===== src/rtl/i2c_eng_pkg.sv =====
package i2c_eng_pkg;
  localparam int BYTE_BITS = 8;
  localparam int IDX_W     = $clog2(BYTE_BITS);
  localparam int POS_W     = $clog2(BYTE_BITS + 2);
  localparam int LINE_SCL  = 0;
  localparam int LINE_SDA  = 1;
  localparam int N_LINES   = 2;

  typedef logic [POS_W-1:0] pos_t;

  typedef struct packed {
    logic lvl;
    logic rise;
    logic fall;
  } line_ev_t;
endpackage


===== src/rtl/i2c_line_sync.sv =====
module i2c_line_sync
  import i2c_eng_pkg::*;
#(
  parameter int STAGES = 2,
  parameter bit IDLE   = 1'b1
) (
  input  logic     clk,
  input  logic     rst,
  input  logic     raw,
  output line_ev_t ev
);
  logic [STAGES-1:0] chain;
  logic              prev;

  always_ff @(posedge clk) begin
    if (rst) begin
      chain <= {STAGES{IDLE}};
      prev  <= IDLE;
    end else begin
      chain <= {chain[STAGES-2:0], raw};
      prev  <= chain[STAGES-1];
    end
  end

  assign ev.lvl  = chain[STAGES-1];
  assign ev.rise = chain[STAGES-1] & ~prev;
  assign ev.fall = ~chain[STAGES-1] & prev;

  AST_RISE_FROM_INPUT: assert property (@(posedge clk) disable iff (rst)
    ev.rise |-> $past(raw, STAGES));
endmodule


===== src/rtl/i2c_bus_cond.sv =====
module i2c_bus_cond
  import i2c_eng_pkg::*;
(
  input  logic     clk,
  input  logic     rst,
  input  logic     scl_lvl,
  input  line_ev_t sda_ev,
  output logic     start_ev,
  output logic     stop_ev,
  output logic     busy
);
  assign start_ev = scl_lvl & sda_ev.fall;
  assign stop_ev  = scl_lvl & sda_ev.rise;

  always_ff @(posedge clk) begin
    if (rst)           busy <= 1'b0;
    else if (start_ev) busy <= 1'b1;
    else if (stop_ev)  busy <= 1'b0;
  end

  AST_START_BUSY: assert property (@(posedge clk) disable iff (rst)
    start_ev |=> busy);
  AST_STOP_IDLE: assert property (@(posedge clk) disable iff (rst)
    stop_ev |=> !busy);
endmodule


===== src/rtl/i2c_byte_core.sv =====
module i2c_byte_core
  import i2c_eng_pkg::*;
(
  input  logic                 clk,
  input  logic                 rst,
  input  line_ev_t             scl_ev,
  input  logic                 sda_lvl,
  input  logic                 start_ev,
  input  logic                 stop_ev,
  input  logic                 busy,
  input  logic                 ctl_tx,
  input  logic                 ctl_early,
  input  logic                 ctl_ack_en,
  input  logic                 ctl_ack_nack,
  input  logic                 irq_clr,
  input  logic [BYTE_BITS-1:0] tx_byte,
  output logic [BYTE_BITS-1:0] rx_byte,
  output logic                 irq,
  output logic                 last_ack,
  output logic                 first_byte,
  output logic                 sda_oe
);
  localparam pos_t ACK_POS = pos_t'(BYTE_BITS);
  localparam pos_t END_POS = pos_t'(BYTE_BITS + 1);

  pos_t                 pos_q, slot_q;
  logic [BYTE_BITS-1:0] shift_q;
  logic                 irq_q, lack_q, first_q, oe_q;
  logic                 data_rx, early_hit, ninth_hit, irq_set, drive_nx;
  logic [IDX_W-1:0]     tx_idx;

  // Select only counts for data bytes being received.
  assign data_rx   = !first_q && !ctl_tx;
  assign early_hit = (pos_q == ACK_POS) && data_rx && ctl_early;
  assign ninth_hit = (pos_q == END_POS) && !(data_rx && ctl_early);
  assign irq_set   = busy && scl_ev.fall && !start_ev && !stop_ev && (early_hit || ninth_hit);
  assign tx_idx    = IDX_W'(BYTE_BITS - 1 - int'(slot_q));

  // slot_q moves only on SCL falling edges, so SDA is steady while SCL is high.
  always_comb begin
    drive_nx = 1'b0;
    if (busy) begin
      if (first_q || !ctl_tx) begin
        if (slot_q == ACK_POS) drive_nx = ctl_ack_en ? !ctl_ack_nack : 1'b1;
      end else if ((slot_q < ACK_POS) && !lack_q) begin
        drive_nx = !tx_byte[tx_idx];
      end
    end
  end

  always_ff @(posedge clk) begin
    if (rst) begin
      pos_q   <= '0;
      slot_q  <= '0;
      shift_q <= '0;
      irq_q   <= 1'b0;
      lack_q  <= 1'b0;
      first_q <= 1'b0;
      oe_q    <= 1'b0;
    end else begin
      oe_q <= drive_nx;
      if (irq_set)      irq_q <= 1'b1;
      else if (irq_clr) irq_q <= 1'b0;
      if (start_ev) begin
        pos_q   <= '0;
        slot_q  <= '0;
        first_q <= 1'b1;
      end else if (stop_ev) begin
        pos_q   <= '0;
        slot_q  <= '0;
        first_q <= 1'b0;
      end else if (busy) begin
        if (scl_ev.rise) begin
          if (pos_q < ACK_POS)       shift_q <= {shift_q[BYTE_BITS-2:0], sda_lvl};
          else if (pos_q == ACK_POS) lack_q  <= sda_lvl;
          if (pos_q < END_POS)       pos_q   <= pos_q + pos_t'(1);
        end
        if (scl_ev.fall) begin
          if (pos_q == END_POS) begin
            pos_q   <= '0;
            slot_q  <= '0;
            first_q <= 1'b0;
          end else begin
            slot_q <= pos_q;
          end
        end
      end
    end
  end

  assign rx_byte    = shift_q;
  assign irq        = irq_q;
  assign last_ack   = lack_q;
  assign first_byte = first_q;
  assign sda_oe     = oe_q;

  AST_IRQ_AT_FALL: assert property (@(posedge clk) disable iff (rst)
    $rose(irq_q) |-> $past(scl_ev.fall));
  AST_NINTH_ONLY: assert property (@(posedge clk) disable iff (rst)
    $rose(irq_q) && $past(ctl_tx || first_q) |-> $past(pos_q) == END_POS);
  AST_EARLY_NEEDS_SEL: assert property (@(posedge clk) disable iff (rst)
    $rose(irq_q) && ($past(pos_q) == ACK_POS) |-> $past(ctl_early));
  AST_IRQ_HELD: assert property (@(posedge clk) disable iff (rst)
    irq_q && !irq_clr |=> irq_q);
  AST_SDA_STEADY: assert property (@(posedge clk) disable iff (rst)
    busy && scl_ev.lvl && $past(scl_ev.lvl) |-> $stable(oe_q));
endmodule


===== src/rtl/i2c_byte_engine.sv =====
module i2c_byte_engine
  import i2c_eng_pkg::*;
#(
  parameter int SYNC_STAGES = 2
) (
  input  logic       clk,
  input  logic       rst,
  input  logic       scl_in,
  input  logic       sda_in,
  output logic       scl_oe,
  output logic       sda_oe,
  input  logic       ctl_tx,
  input  logic       ctl_early,
  input  logic       ctl_ack_en,
  input  logic       ctl_ack_nack,
  input  logic       irq_clr,
  input  logic [7:0] tx_byte,
  output logic [7:0] rx_byte,
  output logic       irq,
  output logic       last_ack,
  output logic       first_byte,
  output logic       bus_busy
);
  logic [N_LINES-1:0] raw_lines;
  line_ev_t           ev [N_LINES];
  logic               start_ev, stop_ev, busy_w, irq_w;

  assign raw_lines[LINE_SCL] = scl_in;
  assign raw_lines[LINE_SDA] = sda_in;

  for (genvar g = 0; g < N_LINES; g++) begin : g_sync
    i2c_line_sync #(.STAGES(SYNC_STAGES), .IDLE(1'b1)) u_sync (
      .clk (clk),
      .rst (rst),
      .raw (raw_lines[g]),
      .ev  (ev[g])
    );
  end

  i2c_bus_cond u_cond (
    .clk      (clk),
    .rst      (rst),
    .scl_lvl  (ev[LINE_SCL].lvl),
    .sda_ev   (ev[LINE_SDA]),
    .start_ev (start_ev),
    .stop_ev  (stop_ev),
    .busy     (busy_w)
  );

  i2c_byte_core u_core (
    .clk          (clk),
    .rst          (rst),
    .scl_ev       (ev[LINE_SCL]),
    .sda_lvl      (ev[LINE_SDA].lvl),
    .start_ev     (start_ev),
    .stop_ev      (stop_ev),
    .busy         (busy_w),
    .ctl_tx       (ctl_tx),
    .ctl_early    (ctl_early),
    .ctl_ack_en   (ctl_ack_en),
    .ctl_ack_nack (ctl_ack_nack),
    .irq_clr      (irq_clr),
    .tx_byte      (tx_byte),
    .rx_byte      (rx_byte),
    .irq          (irq_w),
    .last_ack     (last_ack),
    .first_byte   (first_byte),
    .sda_oe       (sda_oe)
  );

  assign irq      = irq_w;
  assign scl_oe   = irq_w;
  assign bus_busy = busy_w;
endmodule


===== config.mk =====
export PLATFORM = sky130hd
export DESIGN_NAME = i2c_byte_engine
export DESIGN_NICKNAME = d
export VERILOG_FILES = /design/src/rtl/i2c_eng_pkg.sv /design/src/rtl/i2c_line_sync.sv /design/src/rtl/i2c_bus_cond.sv /design/src/rtl/i2c_byte_core.sv /design/src/rtl/i2c_byte_engine.sv
export SDC_FILE = /design/constraint.sdc
export NUM_CORES = 1
export LEC_CHECK = 0
export BUFFER_PORTS_ARGS = -buffer_cell sky130_fd_sc_hd__buf_2
export CAP_MARGIN = 40
export CELL_PAD_IN_SITES_DETAIL_PLACEMENT = 0
export CELL_PAD_IN_SITES_GLOBAL_PLACEMENT = 2
export CORE_UTILIZATION = 35
export CTS_BUF_LIST = sky130_fd_sc_hd__clkbuf_4 sky130_fd_sc_hd__clkbuf_8
export CTS_CLUSTER_SIZE = 8
export DETAILED_ROUTE_END_ITERATION = 8
export MAX_ROUTING_LAYER = met4
export PLACE_DENSITY = 0.93
export SKIP_CTS_REPAIR_TIMING = 1
export SYNTH_ARGS = -nofsm -noshare
export SYNTH_HDL_FRONTEND = slang
export SYNTH_HIERARCHICAL = 1
export SYNTH_SLANG_ARGS = --single-unit
export TNS_END_PERCENT = 10

===== constraint.sdc =====
create_clock -name clk -period 4.5 [get_ports clk]
set_input_delay 0.9 -clock clk [delete_from_list [all_inputs] [get_ports clk]]
set_output_delay 0.9 -clock clk [all_outputs]
set_load 0.005 [all_outputs]

# Word-level counts from Yosys, hierarchy flattened
# Cells that the tools add are included.
classes:
  n_mux: 20
  magnitude_cmp: 4
  add_sub_neg: 2
  shift: 0
  n_bitwise: 14
  n_div: 0
  n_eq_ne: 3
  reduce_logical: 31
  mul: 0
ops:
  columns: ["operator", "count"]
  rows:
  - ["4-bit 2-to-1 mux", 5]
  - ["1-bit 2-to-1 mux", 14]
  - ["4-bit equality test, second input constant", 3]
  - ["4-bit less-than comparator, second input constant", 3]
  - ["1-bit logical AND", 10]
  - ["3-bit nonzero test", 3]
  - ["1-bit zero test", 8]
  - ["1-bit inverter", 8]
  - ["1-bit AND", 6]
  - ["6-bit AND reduction", 1]
  - ["5-bit AND reduction", 1]
  - ["4-bit by 1-bit adder with 4-bit output, second input constant", 1]
  - ["3-bit by 4-bit less-than comparator with 1-bit output, second input constant", 1]
  - ["2-bit nonzero test", 2]
  - ["1-bit binary-select mux with 3-bit select", 1]
  - ["3-bit AND reduction", 1]
  - ["3-bit OR reduction", 1]
  - ["3-bit subtractor, first input constant", 1]
  - ["1-bit logical OR", 2]
  - ["2-bit AND reduction", 1]
  - ["2-bit OR reduction", 1]
totals:
  rom_bits: 0
  latch_bits: 0
  word_cells: 86
  ramBits: 0
  mem_count: 0
  reg_bits: 27
  out_inout_bits: 14

# Longest topological paths before layout
# Gate-level depths: netlist (run 1).
logic_depth:
  depth_word: 8
  ltp_mapped: 6
  ltp_nobuf: 6

# By module
# The synthesis (run 1) kept the hierarchy.
modules_own_cells:
  columns: ["module", "seq_area_each_um2", "n_inst", "area_per_inst_um2", "cells_each"]
  rows:
  - ["i2c_byte_core", 400.4, 1, 953.4, 101]
  - ["i2c_line_sync", 60.1, 2, 100.1, 9]
  - ["i2c_bus_cond", 20.0, 1, 52.6, 6]
  - ["i2c_byte_engine", 0.0, 1, 7.5, 1]

# Worst setup path before layout (run 1)
# OpenSTA, ideal clock, no wires.
synth_path:
  path_type: "input port to flip-flop"
  start: "input port rst"
  end: "register u_core.irq_q (netlist: u_core/irq)"
  path_buffers: 0
  setup_slack_ps: 2598
  stages: 3
  setup_time_ps: 69
  arrival_ps: 1833
  cell_sequence: "or3_4 -> or4b_1 -> o21ai_1"
synth_rtl:
  columns: ["element", "line", "rtl"]
  rows:
  - ["from (decl)", "i2c_byte_engine.sv:7", "input logic rst,"]
  - ["to (signal assigned)", "i2c_byte_core.sv:56", "irq_q <= 1'b0;"]
  - ["to (signal assigned)", "i2c_byte_core.sv:62", "if (irq_set) irq_q <= 1'b1;"]
  - ["to (signal assigned)", "i2c_byte_core.sv:63", "else if (irq_clr) irq_q <= 1'b0;"]
  - ["to (decl)", "i2c_byte_core.sv:28", "logic irq_q, lack_q, first_q, oe_q;"]

# Worst setup path after layout (run 1)
layout_path:
  start: "register u_cond.busy"
  end: "output port bus_busy"
layout_rtl:
  columns: ["element", "line", "rtl"]
  rows:
  - ["from (decl)", "i2c_bus_cond.sv:10", "output logic busy"]
  - ["from (signal assigned)", "i2c_bus_cond.sv:16", "if (rst) busy <= 1'b0;"]
  - ["from (signal assigned)", "i2c_bus_cond.sv:17", "else if (start_ev) busy <= 1'b1;"]
  - ["from (signal assigned)", "i2c_bus_cond.sv:18", "else if (stop_ev) busy <= 1'b0;"]
  - ["to (decl)", "i2c_byte_engine.sv:22", "output logic bus_busy"]
# No word-level cell between the ends.

==> metrics.md, run 1 <==
| Metric | Value |
|---|---|
| Register area share after synthesis | between 40 and 50% |
| TritonCTS Buffers | 3 |
| Clock Tree Buf Depth | 2 |
| Initial antenna violation count | 0 |
| Vias | 933 |
| Share of cells above drive strength 1 | 25.81% |
| Synth Flop Type | dfxtp_1 |
| Post-synth top area cell | dfxtp_1 |
| Pwr dens | 265.7 nW/um2 |
| Max Fanout on Critical Path | 9 |
| Data required, critical path | between 3000 and 4000 ps |
| Die Width | between 60 and 70 um |
| CP bufs+invs | 1 |
| Root Buffer | clkbuf_4 |
| Die Ht | 60.89 um |
| # setup viols final | 0 |
| RSZ-0062 raised after global routing | no |
| Vias in the first global route | 786 |
| Area growth, synth to finish | 16.50% |
| Number of flops mapped to enable cells by yosys | 0 |
| CP Capture Type | output pin |
| Synth cell types | 31 |
| Synth area leaders | dfxtp_1 (45%), mux2i_1 (9.9%), nor2_1 (5.6%), mux4_2 (3.7%), ha_1 (3.1%) |
| Hold/Removal Path Class | register to register |
| CP cell instances | buf_2 |
| Status | complete, no violations |
| Final TNS setup | 0 ps |
| Final Util | around 42% |
| Clock Latency Late Sink | 320 ps |
| DP HPWL | 1639 um |
| Core Box Area | 3337 um2 |
| Post-synth top area share | 44.54% |
| Die area | 3707 um2 |
| Worst Max-Slew Pin Slew | 666.2 ps |
| Tmin final | between 1500 and 2000 ps |
| Count leader, synth | dfxtp_1 |
| IO buf count | 30 |
| Slowest-stage cell, CP | dfxtp_1 |
| CTS HTree Levels | 1 |
| Remaining antenna violation count | 0 |
| Fin. Hold Viols | 0 |
| Synth cell count leaders | dfxtp_1 (27), nor2_1 (18), mux2i_1 (12) |
| Detailed Routing Iterations Pass 1 | 4 |
| Crit Path Class | register to output pin |
| Routed WL | between 2000 and 2500 um |
| GRT Util Overall | about an eighth |
| Crit path DAT | 1050 ps |
| MaxCap Viol Count | 0 |
| DR vias/cell | ~4.6 |
| Peak Freq | 512.2 MHz |
| Nets | 176 |
| CTS Sinks | 27 |
| Syn_area_per_cell | between 9 and 10 um2 |
| Largest net degree at the start of global routing | 22 |
| Final period utilization | 43.38% |
| Fillcell total | roughly 350 |
| Worst-path clk slew | approximately 150 ps |
| DRC | 0 |
| First-pass GRT wire length | 3498 um |
| Initial core utilization | 36.37% |
| # diodes | 0 |
| Slew Viols, Final | 0 |
| Yosys warning total | 6 |
| Per-cell routed wire length | 10.75 um |
| GRT Residual Overflow | 0 |
| Yosys reg bits | 27 |
| Syn_nets | 146 |
| CTS tree | yes |
| Synthesized area | between 1000 and 1500 um2 |
| Max Clock Skew | 1.395 ps |
| Largest stage delay on the critical path | 550 ps |
| Slew HR | 55.25% |
| Max VDD drop | approximately 0.16 mV |
| RePlAce Congestion | 0.7994 |
| I/O pin cnt | 31 |
| Leak | 0.5588 nW |
| Number of DRC markers in iteration 0 | 37 |
| Site Rows | 21 |
| Cell family with most CP delay | flip-flops |
| Startpoint Class | register |
| Post-synth ARST share | 0% |
| Post-Synthesis Cells | roughly 130 |
==> metal layers <==
layer / routed length [um] / vias to the layer above / part of all wire (%) / track usage [%]
met3: 118 / 2 / 5.5 / 2.559
met2: 918 / 27 / 42 / 19.62
met1: 1108 / 418 / 51 / 17.75
met4: 15 / 0 / 0.69 / 4.870
met5: 0 / - / 0 / -
li1: - / 486 / - / -
==> worst register-to-register path: stages, from the launching register on <==
cell	delay [ps]
dfxtp_1	410
and2b_1	190
nand2_1	90
inv_1	110
or3_4	420
or4b_1	510
o21ai_1	120
==> power by group <==
part / switching (mW) / internal, mW
Combinational: 0.0116 / 0.0129
Sequential: 0.00297 / 0.242
Clock: 0.0719 / 0.0339
Total: 0.0865 / 0.289
==> placed cells by master (no fill, tap or decap) <==
master,netlist,final
nor4_4,1,1
or3_4,1,1
nor4_1,1,1
o21ai_1,1,1
nand2_2,1,1
nand4_1,3,3
nor2b_1,5,5
o22ai_2,1,1
clkbuf_4,0,3
nand3_1,4,4
ha_1,3,3
and2_1,1,1
clkinvlp_4,0,1
or2_1,6,6
a211oi_1,1,1
mux4_2,2,2
nor4b_1,1,1
xnor2_1,2,2
o21ai_0,1,1
nand3b_1,1,1
buf_2,0,30
inv_1,5,5
o21bai_1,1,1
a21oi_1,7,7
dfxtp_1,27,27
nand2_1,9,9
and2b_1,2,2
nor2_1,18,18
mux2i_1,12,12
nand2b_1,2,2
or4b_1,2,2
==> sequential cells by signal, summed over array words and instances, names as in the netlist <==
name                 count
u_core/rx_byte           8
g_sync.u_sync/chain      4
u_core/pos_q             4
u_core/slot_q            4
g_sync.u_sync/prev       2
u_cond/busy              1
u_core/first_byte        1
u_core/irq               1
u_core/last_ack          1
u_core/sda_oe            1
==> through the flow <==
| step | hold WS, ps | instance area, um2 | setup WS [ps] | power (mW) | std cells |
|---|---|---|---|---|---|
| floorplan | 383.2 | 1214 | 2598 | 0.2646 | 126 |
| global placement | 387.2 | 1384 | 2323 | 0.2749 | 197 |
| detailed placement | 398.3 | 1384 | 2288 | 0.2757 | 197 |
| CTS | 432.4 | 1414 | 2537 | 0.3807 | 201 |
| global route | 446.4 | 1414 | 2466 | 0.3968 | 201 |
| finish | 427.3 | 1414 | 2548 | 0.3757 | 201 |
==> path summary, 6_finish.rpt <==
kind / from / end / slack, ps / cells after the start
setup reg to reg: g_sync[1].u_sync/chain[1]$_SDFF_PP1_ / u_core/irq$_SDFFE_PP0P_ / 2610 / 6
setup / recovery: u_cond/busy$_SDFFE_PP0P_ / bus_busy / 2550 / 1
hold reg to reg: g_sync[0].u_sync/chain[0]$_SDFF_PP1_ / g_sync[0].u_sync/chain[1]$_SDFF_PP1_ / 430 / 1
hold / removal: g_sync[0].u_sync/chain[0]$_SDFF_PP1_ / g_sync[0].u_sync/chain[1]$_SDFF_PP1_ / 430 / 1
==> area by class of cell <==
type	instances	area [um2]	share of cell area [%]
clock buffer	3	22.52	1.593
clock inverter	1	7.507	0.5310
inverter	5	18.77	1.327
multi-input combinational	89	616.8	43.63
sequential	27	540.5	38.23
tap	46	57.56	4.071
timing repair buffer	30	150.1	10.62
==> logic make-up after synthesis <==
kind of cell	share of synthesized area (%)
compound gates	5.979
xor+xnor	1.444
fa+ha+maj	3.093
buf+inv	4.639
flops	44.54
mux	13.61
simple gates	26.70
(Power assumes the default switching activity.)
==> run 2, diff against run 1 <==
CORE_UTILIZATION = 32   (was 35)
PLACE_DENSITY = 0.86   (was 0.93)
clock period = 2 ns   (was 4.5 ns; I/O delays follow)
==> run 2 against run 1 <==
  * Wire length rose by 11%
  * Sequential cell count did not move
  * Via count rose by 1.2%
  * Utilization fell by 2.7 points
  * Power rose by 150%
  * Worst hold slack got worse by 130 ps
  * Non-clock buffer count rose by 2
  * Cell area rose by 2.7%
  * Critical path type is now register to register
  * Register-to-register slack got worse by 2500 ps
  * First-iteration DRC count fell by 16%
==> metrics.md, run 2 (synthesis gave the netlist of run 1 again) <==
| Metric | Value |
|---|---|
| Met3 usage | 3.080% (+0.52 points) |
| CTS tree | yes |
| Hold path depth | 2 (+1) |
| Routed WL | 2392 um (+11%) |
| Most common cell after layout, fill and taps aside | buf_2 |
| Max reg flops | 8 (unchanged) |
| IO buf count | 30 (unchanged) |
| Crit path DAT | 2050 ps (+1000 ps) |
| DP HPWL | 1756 um (+7.1%) |
| CTS HTree Levels | 1 (unchanged) |
| Detailed Routing Iterations Pass 1 | 4 (unchanged) |
| RSZ-0062 raised after global routing | no |
| Status | complete, no violations |
| Initial core utilization | 33.15% (-3.2 points) |
| MaxCap Viol Count | 0 (unchanged) |
| Peak Freq | 543.4 MHz |
| Tmin final | between 1500 and 2000 ps |
| Slowest-stage cell, CP | or4b_1 |
| Largest stage delay on the critical path | 510 ps (-40 ps) |
| GRT Residual Overflow | 0 (unchanged) |
| Die Ht | 63.59 um (+4.4%) |
| Min-delay src | sda_in |
| WHS Endpoint | g_sync[1].u_sync/chain[0]$_SDFF_PP1_ |
| CTS Sinks | 27 (unchanged) |
| Nets | 178 (+1.1%) |
| Clock Tree Buf Depth | 2 (unchanged) |
| Per-cell routed wire length | 11.67 um (+8.5%) |
| Final period utilization | roughly 90% |
| Pwr dens | 638.0 nW/um2 (+140%) |
| Die Width | 63.59 um (+4.4%) |
| R2R Setup Slk | 160 ps (-2450 ps) |
| Site Rows | 22 (+4.8%) |
| Clock Latency Late Sink | 280 ps (-40 ps) |
| Slew Viols, Final | 0 (unchanged) |
| Reg2reg start | g_sync[1].u_sync/chain[1]$_SDFF_PP1_ |
| Hold/Removal Path Class | primary input to register |
| RePlAce Congestion | 0.7571 (-5.3%) |
| CP cell instances | and2b_1, nand2_1, inv_1, or3_4, or4b_1, o21ai_1 |
| CP Capture Type | register |
| Remaining antenna violation count | 0 (unchanged) |
| Final TNS setup | 0 ps (unchanged) |
| TritonCTS Buffers | 3 (unchanged) |
| Reg2reg end | u_core/irq$_SDFFE_PP0P_ |
| GRT Util Overall | 13.35% (+0.14 points) |
| Initial antenna violation count | 0 (unchanged) |
| DRC | 0 (unchanged) |
| Number of DRC markers in iteration 0 | 31 (-16%) |
| Most frequent cells in the layout | buf_2 (30), dfxtp_1 (26), nor2_1 (18) |
| Startpoint Class | register |
| Share of cells above drive strength 1 | 27.39% (+1.6 points) |
| Cell family with most CP delay | simple AND/OR/NAND/NOR gates |
| Met1 Use GR | 16.23% (-1.5 points) |
| Most used routing layer | met2 |
| Final Util | 39.64% (-2.7 points) |
| Root Buffer | clkbuf_8 |
| Max Fanout on Critical Path | 5 (-4) |
| Area growth, synth to finish | 19.59% |
| First-pass GRT wire length | 4077 um (+17%) |
| Slew HR | 71.26% (+16 points) |
| Vias | 944 (+1.2%) |
| I/O pin cnt | 31 (unchanged) |
| Max Clock Skew | 7.023 ps (+5.628 ps) |
| Crit Path Class | register to register |
| Fin. Hold Viols | 0 (unchanged) |
| Leak | 0.5764 nW (+3.2%) |
| GR Util met2 | 20.48% (+0.86 points) |
| Vias in the first global route | 890 (+13%) |
| CP bufs+invs | 1 (unchanged) |
| Data required, critical path | 2210 ps (-1390 ps) |
| Fillcell total | 374 (+7.8%) |
| Largest net degree at the start of global routing | 21 (-4.5%) |
| Reg2reg path depth | 6 (unchanged) |
| Worst Max-Slew Pin Slew | 430.3 ps (-236.0 ps) |
| DR vias/cell | 4.605 (-0.80%) |
| Die area | 4043 um2 (+9.1%) |
| # diodes | 0 (unchanged) |
| Core Box Area | 3661 um2 (+9.7%) |
| Max VDD drop | 0.2811 mV (+77%) |
| # setup viols final | 0 (unchanged) |
| Worst-path clk slew | 100 ps (-50 ps) |
==> run 2: cell count changes in the layout (fill, tap and decap cells not counted), sizes merged <==
cell | previous run | this run
buf | 30 | 32
==> run 2: layout make-up <==
| cell class | count | area (um2) | share of cell area [%] |
|---|---|---|---|
| Clock buffer | 3 | 41.29 | 2.845 |
| Clock inverter | 1 | 7.507 | 0.5172 |
| Inverter | 5 | 18.77 | 1.293 |
| Multi-Input combinational cell | 89 | 616.8 | 42.50 |
| Sequential cell | 27 | 541.8 | 37.33 |
| Tap cell | 48 | 60.06 | 4.138 |
| Timing Repair Buffer | 32 | 165.2 | 11.38 |
==> run 2: how the worst max path moves through the flow <==
| stage | start | endpoint | slack [ps] | cells after the start |
|---|---|---|---|---|
| after floorplan | g_sync[1].u_sync/chain[1]$_SDFF_PP1_ | u_core/irq$_SDFFE_PP0P_ | 260 | 6 |
| after global placement | g_sync[1].u_sync/chain[1]$_SDFF_PP1_ | u_core/irq$_SDFFE_PP0P_ | 180 | 6 |
| after detailed placement | g_sync[1].u_sync/chain[1]$_SDFF_PP1_ | u_core/irq$_SDFFE_PP0P_ | 140 | 6 |
| after CTS | g_sync[1].u_sync/chain[1]$_SDFF_PP1_ | u_core/irq$_SDFFE_PP0P_ | 110 | 6 |
| after global routing | g_sync[1].u_sync/chain[1]$_SDFF_PP1_ | u_core/irq$_SDFFE_PP0P_ | 20 | 6 |
| final | g_sync[1].u_sync/chain[1]$_SDFF_PP1_ | u_core/irq$_SDFFE_PP0P_ | 160 | 6 |
==> run 2: report_power, final <==
| part | total (mW) | switching, mW | internal [mW] |
|---|---|---|---|
| Clock | 0.316 | 0.175 | 0.142 |
| Combinational | 0.0584 | 0.0279 | 0.0305 |
| Sequential | 0.551 | 0.00643 | 0.545 |
| Total | 0.926 | 0.209 | 0.717 |
==> run 2: routing by layer <==
layer / share of wire [%] / vias up
li1: - / 489
met4: 2.0 / 0
met2: 43 / 36
met3: 7.1 / 6
met5: 0 / -
met1: 48 / 413
==> run 2: through the flow <==
| step | worst slack, ps | instance area, um2 | instances | hold slack [ps] | power (mW) |
|---|---|---|---|---|---|
| floorplan | 261.5 | 1214 | 126 | 383.2 | 0.5954 |
| global placement | 182.7 | 1401 | 201 | 390.2 | 0.6214 |
| global route | 20.43 | 1451 | 205 | 296.5 | 0.9656 |
| detailed placement | 142.9 | 1401 | 201 | 389.3 | 0.6229 |
| finish | 159.7 | 1451 | 205 | 292.8 | 0.9261 |
| CTS | 113.7 | 1450 | 205 | 286.7 | 0.9411 |
==> run 3, diff against run 2 <==
GPL_TIMING_DRIVEN = 0   (was unset)
==> run 3 against run 2 <==
  * Worst hold slack hardly changed
  * Utilization up 0.62 points
  * Clock skew down 1.9 ps
  * Critical path type unchanged
  * Combinational power up 1%
  * Via count is 3.2% higher
  * Global-route usage fell by 0.90 points
  * Sequential power about the same
  * First-iteration DRC count is 42% lower
  * Wire length down 5.5%
  * Clock power up 2%
  * Sequential cell count unchanged
==> metrics.md, run 3 (synthesis gave the netlist of run 1 again) <==
| Metric | Value |
|---|---|
| Final TNS setup | 0 ps (unchanged) |
| DR vias/cell | 4.683 (+1.7%) |
| Post-Place Cell Area | 1424 um2 (+1.6%) |
| Worst Max-Slew Pin Slew | 680.0 ps (+249.8 ps) |
| Max Clock Skew | 5.077 ps (-1.946 ps) |
| R2R Setup Slk | 140 ps (-20 ps) |
| Reg2reg path depth | 6 (unchanged) |
| Sw frac | 22.51% (-0.079 points) |
| Final period utilization | 93.02% (+1.0 points) |
| Share of cells above drive strength 1 | 27.50% (+0.11 points) |
| CP Capture Type | register |
| Final Power | 0.9320 mW (+0.64%) |
| Initial antenna violation count | 0 (unchanged) |
| Fillcell total | 381 (+1.9%) |
| DP HPWL | 1720 um (-2.1%) |
| Slew HR | 54.32% (-17 points) |
| Root Buffer | clkbuf_8 |
| Max VDD drop | 0.3966 mV (+41%) |
| Clock Latency Late Sink | 280 ps (about the same) |
| CP bufs+invs | 1 (unchanged) |
| Number of DRC markers in iteration 0 | 18 (-42%) |
| Vias | 974 (+3.2%) |
| Die Ht | 63.59 um (unchanged) |
| Final Util | 40.26% (+0.62 points) |
| Status | complete, no violations |
| Slowest-stage cell, CP | or4b_1 |
| Per-cell routed wire length | 10.87 um (-6.9%) |
| Final WS setup | 139.6 ps (-20.08 ps) |
| Hold/Removal Path Class | primary input to register |
| CTS Sinks | 27 (unchanged) |
| Data required, critical path | 2220 ps (about the same) |
| Area growth, synth to finish | 21.44% |
| Reg2reg start | g_sync[1].u_sync/chain[1]$_SDFF_PP1_ |
| First-pass GRT wire length | 3870 um (-5.1%) |
| Reg2reg end | u_core/irq$_SDFFE_PP0P_ |
| Tmin final | 1860 ps (+20.08 ps) |
| Comb pwr share | 6.3% (about the same) |
| Die Width | 63.59 um (unchanged) |
| RSZ-0062 raised after global routing | no |
| IO buf count | 30 (unchanged) |
| # setup viols final | 0 (unchanged) |
| Cell family with most CP delay | simple AND/OR/NAND/NOR gates |
| Max reg flops | 8 (unchanged) |
| Clock power share | 34.6% (+0.4 points) |
| Slew Viols, Final | 0 (unchanged) |
| Pre-CTS WS | 118.6 ps (-24.26 ps) |
| CTS tree | yes |
| CP cell instances | and2b_1, nand2_1, inv_1, or3_4, or4b_1, o21ai_1 |
| Site Rows | 22 (unchanged) |
| Pwr dens | 632.3 nW/um2 (-0.89%) |
| Worst-path clk slew | 100 ps (about the same) |
| CP Launch Point | g_sync[1].u_sync/chain[1]$_SDFF_PP1_ |
| Detailed Routing Iterations Pass 1 | 4 (unchanged) |
| Remaining antenna violation count | 0 (unchanged) |
| P_sw | 0.2098 mW (+0.29%) |
| Core Box Area | 3661 um2 (unchanged) |
| I/O pin cnt | 31 (unchanged) |
| DRC | 0 (unchanged) |
| Die area | 4043 um2 (unchanged) |
| Fin. Hold Viols | 0 (unchanged) |
| Max Fanout on Critical Path | 5 (unchanged) |
| Initial core utilization | 33.15% (unchanged) |
| # diodes | 0 (unchanged) |
| MaxCap Viol Count | 0 (unchanged) |
| Crit path DAT | 2080 ps (+30 ps) |
| Flop pwr share | 59.1% (-0.4 points) |
| Crit path depth | 6 (unchanged) |
| Largest net degree at the start of global routing | 18 (-14%) |
| Largest stage delay on the critical path | 510 ps (about the same) |
| Startpoint Class | register |
| TritonCTS Buffers | 3 (unchanged) |
| Most common cell after layout, fill and taps aside | buf_2 |
| Routed WL | 2260 um (-5.5%) |
| Clock Tree Buf Depth | 2 (unchanged) |
| GRT Residual Overflow | 0 (unchanged) |
| CTS HTree Levels | 1 (unchanged) |
| Most frequent cells in the layout | buf_2 (30), dfxtp_1 (27), nor2_1 (18) |
| Peak Freq | 537.5 MHz (-1.1%) |
| End of the critical path | u_core/irq$_SDFFE_PP0P_ |
| RePlAce Congestion | 0.7501 (-0.92%) |
| Leak | 0.5923 nW (+2.8%) |
| Crit Path Class | register to register |
| Finished Cell Area | 1474 um2 (+1.6%) |
| Internal Power | 0.7222 mW (+0.75%) |
| GRT Util Overall | 12.45% (-0.90 points) |
| Vias in the first global route | 909 (+2.1%) |
| Nets | 181 (+1.7%) |
## run 3: worst min-delay path by stage
stage                     depth (start not counted)  slack (ps)                                   end                                 start
after floorplan                                   1         380  g_sync[0].u_sync/chain[1]$_SDFF_PP1_  g_sync[0].u_sync/chain[0]$_SDFF_PP1_
after global placement                            1         390  g_sync[1].u_sync/chain[1]$_SDFF_PP1_  g_sync[1].u_sync/chain[0]$_SDFF_PP1_
after detailed placement                          1         390  g_sync[0].u_sync/chain[1]$_SDFF_PP1_  g_sync[0].u_sync/chain[0]$_SDFF_PP1_
after CTS                                         2         280  g_sync[0].u_sync/chain[0]$_SDFF_PP1_                                scl_in
after global routing                              2         290  g_sync[1].u_sync/chain[0]$_SDFF_PP1_                                sda_in
final                                             2         290  g_sync[0].u_sync/chain[0]$_SDFF_PP1_                                scl_in
## run 3: per-layer routing
layer  global-route usage, %  routed length (um)  vias up
met3                   3.804                 167        2
met5                       -                   0        -
li1                        -                   -      499
met4                   3.409                  12        0
met2                   20.88                1028       33
met1                   14.22                1051      440
## run 3: per-stage QoR
step | std cells | hold WS, ps
final | 208 | 293.2
after floorplan | 126 | 383.2
after detailed placement | 204 | 392.9
after CTS | 208 | 283.2
after global placement | 204 | 386.7
after global routing | 208 | 294.4
## run 3: area by class of cell
cell class,instances,area [um2],share of cell area (%)
repair buffers,30,150.1,10.19
clock buffers,3,41.29,2.801
well taps,48,60.06,4.075
flip-flops and latches,27,540.5,36.67
multi-input cells,89,616.8,41.85
clock inverters,1,8.758,0.5942
inverters,5,18.77,1.273
plain buffers,5,37.54,2.547
## run 3: power by group through the flow
stage | sequential (mW) | clock (mW) | combinational (mW)
4_1_cts | 0.551 | 0.344 | 0.0603
3_5_place_dp | 0.563 | 0 | 0.0600
2_1_floorplan | 0.562 | 0 | 0.0333
5_1_grt | 0.552 | 0.360 | 0.0663
6_report | 0.551 | 0.322 | 0.0591
3_3_place_gp | 0.563 | 0 | 0.0588
